===== src/rtl/call_frame_seq.sv =====
`timescale 1ns/1ps
module call_frame_seq #(
  parameter int DW   = 32,
  parameter int NGR  = 12,
  parameter int ARGW = 8,
  parameter int CCW  = 4,
  localparam int RAW = $clog2(NGR + 5)
) (
  input  logic            clk,
  input  logic            rst_n,
  input  logic            start,
  input  logic [DW-1:0]   call_target,
  input  logic [ARGW-1:0] arg_count,
  input  logic [NGR-1:0]  save_mask,
  output logic [RAW-1:0]  rf_raddr,
  input  logic [DW-1:0]   rf_rdata,
  output logic            mem_we,
  output logic [DW-1:0]   mem_addr,
  output logic [DW-1:0]   mem_wdata,
  output logic            busy,
  output logic            done,
  output logic [DW-1:0]   new_pc,
  output logic [DW-1:0]   new_sp,
  output logic [DW-1:0]   new_fp,
  output logic [DW-1:0]   new_ap
);
  localparam logic [RAW-1:0] AP_IDX  = RAW'(NGR);
  localparam logic [RAW-1:0] FP_IDX  = RAW'(NGR + 1);
  localparam logic [RAW-1:0] SP_IDX  = RAW'(NGR + 2);
  localparam logic [RAW-1:0] PC_IDX  = RAW'(NGR + 3);
  localparam logic [RAW-1:0] PSW_IDX = RAW'(NGR + 4);
  localparam logic [DW-1:0]  WORD    = DW'(4);
  localparam logic [DW-1:0]  CC_MASK = DW'((1 << CCW) - 1);

  typedef enum logic [2:0] {
    S_IDLE, S_ARGC, S_REGS, S_RET, S_FP, S_AP, S_PSW, S_DONE
  } state_t;

  state_t          st;
  logic [DW-1:0]   sp, tgt, apn;
  logic [ARGW-1:0] argc;
  logic [NGR-1:0]  rem, low, rem_next;
  logic [RAW-1:0]  idx;

  assign low      = rem & (~rem + 1'b1);
  assign rem_next = rem & ~low;

  always_comb begin
    idx = '0;
    for (int i = NGR - 1; i >= 0; i--)
      if (rem[i]) idx = RAW'(i);
  end

  always_comb begin
    case (st)
      S_REGS:  rf_raddr = idx;
      S_RET:   rf_raddr = PC_IDX;
      S_FP:    rf_raddr = FP_IDX;
      S_AP:    rf_raddr = AP_IDX;
      S_PSW:   rf_raddr = PSW_IDX;
      default: rf_raddr = SP_IDX;
    endcase
  end

  assign mem_we    = st inside {S_ARGC, S_REGS, S_RET, S_FP, S_AP, S_PSW};
  assign mem_addr  = sp - WORD;
  assign mem_wdata = (st == S_ARGC) ? DW'(argc) :
                     (st == S_PSW)  ? (rf_rdata & ~CC_MASK) : rf_rdata;

  assign busy   = (st != S_IDLE) && (st != S_DONE);
  assign done   = (st == S_DONE);
  assign new_pc = tgt;
  assign new_sp = sp;
  assign new_fp = sp;
  assign new_ap = apn;

  always_ff @(posedge clk) begin
    if (!rst_n) begin
      st   <= S_IDLE;
      sp   <= '0;
      tgt  <= '0;
      apn  <= '0;
      argc <= '0;
      rem  <= '0;
    end else begin
      if (mem_we) sp <= sp - WORD;
      case (st)
        S_IDLE: if (start) begin
          sp   <= rf_rdata & ~DW'(3);
          tgt  <= call_target;
          argc <= arg_count;
          rem  <= save_mask;
          st   <= S_ARGC;
        end
        S_ARGC: begin
          apn <= sp - WORD;
          st  <= (rem == '0) ? S_RET : S_REGS;
        end
        S_REGS: begin
          rem <= rem_next;
          if (rem_next == '0) st <= S_RET;
        end
        S_RET:   st <= S_FP;
        S_FP:    st <= S_AP;
        S_AP:    st <= S_PSW;
        S_PSW:   st <= S_DONE;
        default: st <= S_IDLE;
      endcase
    end
  end

  assert_word_aligned_R1: assert property (@(posedge clk) disable iff (!rst_n)
    mem_we |-> mem_addr[1:0] == 2'b00);

  assert_push_descends_R2: assert property (@(posedge clk) disable iff (!rst_n)
    (mem_we && $past(mem_we)) |-> mem_addr == $past(mem_addr) - WORD);

  assert_cc_cleared_R6: assert property (@(posedge clk) disable iff (!rst_n)
    (mem_we && rf_raddr == PSW_IDX) |-> mem_wdata[CCW-1:0] == '0);

  assert_single_done_R7: assert property (@(posedge clk) disable iff (!rst_n)
    done |=> !done && !mem_we);

  assert_frame_equals_stack_R7: assert property (@(posedge clk) disable iff (!rst_n)
    done |-> new_fp == new_sp && new_ap - new_sp >= DW'(16));

  assert_busy_covers_writes_R8: assert property (@(posedge clk) disable iff (!rst_n)
    (mem_we |-> busy) and (done |-> !busy));

endmodule


===== config.mk =====
export PLATFORM = sky130hd
export DESIGN_NAME = call_frame_seq
export DESIGN_NICKNAME = d
export VERILOG_FILES = /design/src/rtl/call_frame_seq.sv
export SDC_FILE = /design/constraint.sdc
export NUM_CORES = 1
export LEC_CHECK = 0
export BUFFER_PORTS_ARGS = -buffer_cell sky130_fd_sc_hd__buf_2
export CAP_MARGIN = 20
export CORE_ASPECT_RATIO = 0.9
export CORE_MARGIN = 2
export CORE_UTILIZATION = 47
export CTS_CLUSTER_SIZE = 14
export DETAILED_ROUTE_END_ITERATION = 16
export HOLD_SLACK_MARGIN = 0.05
export PLACE_DENSITY_LB_ADDON = 0.25
export SKIP_LAST_GASP = 1
export SYNTH_ARGS = -nofsm -noshare
export SYNTH_HDL_FRONTEND = slang
export SYNTH_SLANG_ARGS = --single-unit

===== constraint.sdc =====
create_clock -name clk -period 4.4 [get_ports clk]
set_clock_uncertainty 0.1 [all_clocks]
set_input_delay 1.32 -clock clk [delete_from_list [all_inputs] [get_ports clk]]
set_output_delay 1.32 -clock clk [all_outputs]
set_load 0.01 [all_outputs]

==> impl_metrics.env <==
export IMPL_ys_seq_elements=115
export IMPL_nNetsFinal=1083
export IMPL_criticalPathCategory="reg -> out"
export IMPL_cts_root_buf="clkbuf_16"
export IMPL_max_clock_freq_mhz=233
export IMPL_drtAntennaViolNets=0
export IMPL_fp_dieW_um=123
export IMPL_report_final_slew_viol_count=0
export IMPL_cts_made_buffers=17
export IMPL_overflow=0
export IMPL_hold_buffers=0
export IMPL_dp_hpwl_um=13200
export IMPL_cts_tree="yes"
export IMPL_pin_count=287
export IMPL_globalplace_congestion=0.842
export IMPL_path_cells="inv_1, ha_1, or4b_4, or3_4, or3_4, xnor2_2, buf_2"
export IMPL_yosysMostFrequentCell="nand2_1"
export IMPL_grt_use_total_pct=27.0
export IMPL_syn_avg_cell_area_um2=7.74
export IMPL_grt_max_degree=51
export IMPL_status="finished, final reports clean"
export IMPL_finalSetupViolCount=0
export IMPL_path_common_cell="or3_4"
export IMPL_cp_slowest_cell="or4b_4"
export IMPL_synth_main_ff_cell="dfxtp_1"
export IMPL_synthTopCellsByArea="dfxtp_1 38%, nand2_1 8.5%, a21oi_1 6.1%"
export IMPL_routed_wl_um=18500
export IMPL_async_flop_share_pct=0
export IMPL_core_um2=12500
export IMPL_die_area_um2=13700
export IMPL_grt_pass1_wl_um=28900
export IMPL_tightest_slew_ns=0.885
export IMPL_ys_seq_area_share_pct=38.5
export IMPL_initialDrtViolationCount=429
export IMPL_cap_violations=0
export IMPL_worstPathMaxFanout=10
export IMPL_power_density_nw_per_um2=879
export IMPL_drc=0
export IMPL_htreeDepth=4
export IMPL_antenna_found_initial=1
export IMPL_synthSimpleGateAreaFrac_pct=25.7
export IMPL_yosysTopAreaCellShare_pct=38.5
export IMPL_num_vias=6237
export IMPL_ys_types=58
export IMPL_first_pass_iters=5
export IMPL_clk_pin_slew_worst_paths_ns=0.06
export IMPL_worst_hold_slack_ns=0.351
export IMPL_hold_viol_final=0
export IMPL_critPathRequiredTime_ns=2.98
export IMPL_synth_top_family_by_area="simple AND/OR/NAND/NOR gates"
export IMPL_die_h_um=111
export IMPL_vias_per_cell=5.32
export IMPL_cts_buffer_depth=2
export IMPL_drive_gt1_share_pct=35.1
export IMPL_synthMuxAreaShare_pct=0.167
export IMPL_synth_edf_count=0
export IMPL_fin_crit_sh_pct=97.4
export IMPL_synthAdderAreaFrac_pct=0.376
export IMPL_area_growth_syn_to_layout_pct=31.4
export IMPL_crit_path_start_kind="register"
export IMPL_max_stage_delay_ns=0.52
export IMPL_synth_cells=773
export IMPL_synth_largest_area_cell="dfxtp_1"
export IMPL_post_cts_setup_buffer_count=0
export IMPL_port_buffers=278
export IMPL_post_drt_wl_per_cell_um=15.8
export IMPL_grt_pass1_vias=5611
export IMPL_p_leak_nw=3.75
export IMPL_slew_headroom_pct=40.8
export IMPL_synth_compound_area_share_pct=19.0
export IMPL_irDropWorstVdd_mv=0.494
export IMPL_min_path_type="reg -> reg"
export IMPL_critical_path_arrival_ns=2.87
export IMPL_cts_sinks=115
export IMPL_grt_setup_unrepaired="false"
export IMPL_crit_path_end_kind="output port"
export IMPL_yosys_top_cells_count="136 x nand2_1, 115 x dfxtp_1, 73 x a21oi_1, 63 x nor2_1, 51 x clkbuf_1"
export IMPL_setup_tns_ns=0
export IMPL_ys_warn_count=0
export IMPL_syn_area_um2=5990
export IMPL_clock_latency_ns=0.42
export IMPL_fin_crit_ns=4.29
export IMPL_rows=39
export IMPL_start_util_pct=47.7
export IMPL_fillerInstances=1187
export IMPL_synth_xor_area_share_pct=7.00
[layout make-up]
class / count / area, µm² / area share [%]
Clock inverter: 11 / 183 / 2.32
Tap cell: 164 / 205 / 2.61
Clock buffer: 21 / 450 / 5.73
Multi-Input combinational cell: 559 / 3180 / 40.5
Sequential cell: 115 / 2300 / 29.3
Inverter: 9 / 33.8 / 0.430
Timing Repair Buffer: 293 / 1500 / 19.1
Antenna cell: 1 / 2.50 / 0.0318
[sequential cells by signal, indices dropped and copies added, names as in the netlist]
name / count
new_pc: 32
st: 3
rem: 12
new_fp: 30
new_ap: 30
argc: 8
[per-stage QoR]
step           cells  power, mW  util (%)  worst slack (ns)  cell area [µm²]
2_1_floorplan    780       4.20         -             0.667             6010
3_3_place_gp    1140       5.37      57.5             0.476             7210
3_5_place_dp    1140       5.40      57.5             0.379             7210
4_1_cts         1172       6.93      62.6            0.0808             7850
5_1_grt         1172       7.42      62.7            0.0102             7860
6_report        1173       6.91      62.7             0.113             7870
[path summary, 6_finish.rpt]
path / startpoint / to / slack (ns) / depth (start not counted)
setup / recovery: new_fp[2] / mem_addr[24] / 0.11 / 7
hold / removal: new_pc[8] / new_pc[8] / 0.35 / 2
setup reg to reg: new_fp[2] / new_ap[24] / 1.70 / 7
hold reg to reg: new_pc[8] / new_pc[8] / 0.35 / 2
[what timing repair did]
item,in CTS,in global routing
setup endpoints to repair,3,3
pin swaps,0,1
cloned,0,0
resized for setup,1,2
[cell usage in the layout (no fill, tap or decap), types with 8 or more instances in the layout]
cell type  count
inv_1          8
a211oi_1      12
conb_1         8
buf_4         15
and2_1        28
nor3_1        18
nand3_1        8
xor2_1        19
xnor2_1       27
clkbuf_16     17
nand2_1      135
a21oi_1       73
o21ba_2       12
o21ai_0       45
nand2b_1       9
nor4_1        13
o221ai_1       8
dfxtp_1      115
buf_2        278
nor2_1        63
or3_1         10
[power by group]
group	switching [mW]	leakage, nW	total [mW]	internal, mW
Combinational	2.16	2.50	3.59	1.43
Sequential	0.420	0.945	1.83	1.41
Clock	0.478	0.311	1.49	1.01
[cell families (layout without fill, tap and decap cells)]
family / Yosys count / count (layout)
simple gates: 319 / 319
compound gates: 182 / 182
flops: 115 / 115
buf+inv: 106 / 334
xor+xnor: 47 / 47
fa+ha+maj: 2 / 2
other cells: 1 / 9
mux: 1 / 1
[critical path, delay by kind of cell (launching register included)]
kind | cells | cell delay (ns)
simple gates | 3 | 1.42
flops | 1 | 0.38
buf+inv | 2 | 0.26
fa+ha+maj | 1 | 0.23
xor+xnor | 1 | 0.16
[per-layer routing]
layer | global-route usage, % | share of wire [%] | wire (µm) | vias to the layer above
li1 | - | - | - | 3052
met1 | 33.3 | 42 | 7710 | 2918
met2 | 44.0 | 48 | 8950 | 233
met3 | 8.33 | 7.8 | 1450 | 34
met4 | 9.35 | 2.1 | 393 | 0
met5 | 0 | 0 | 0 | -
Note: power is estimated with default switching activity, not from simulation.
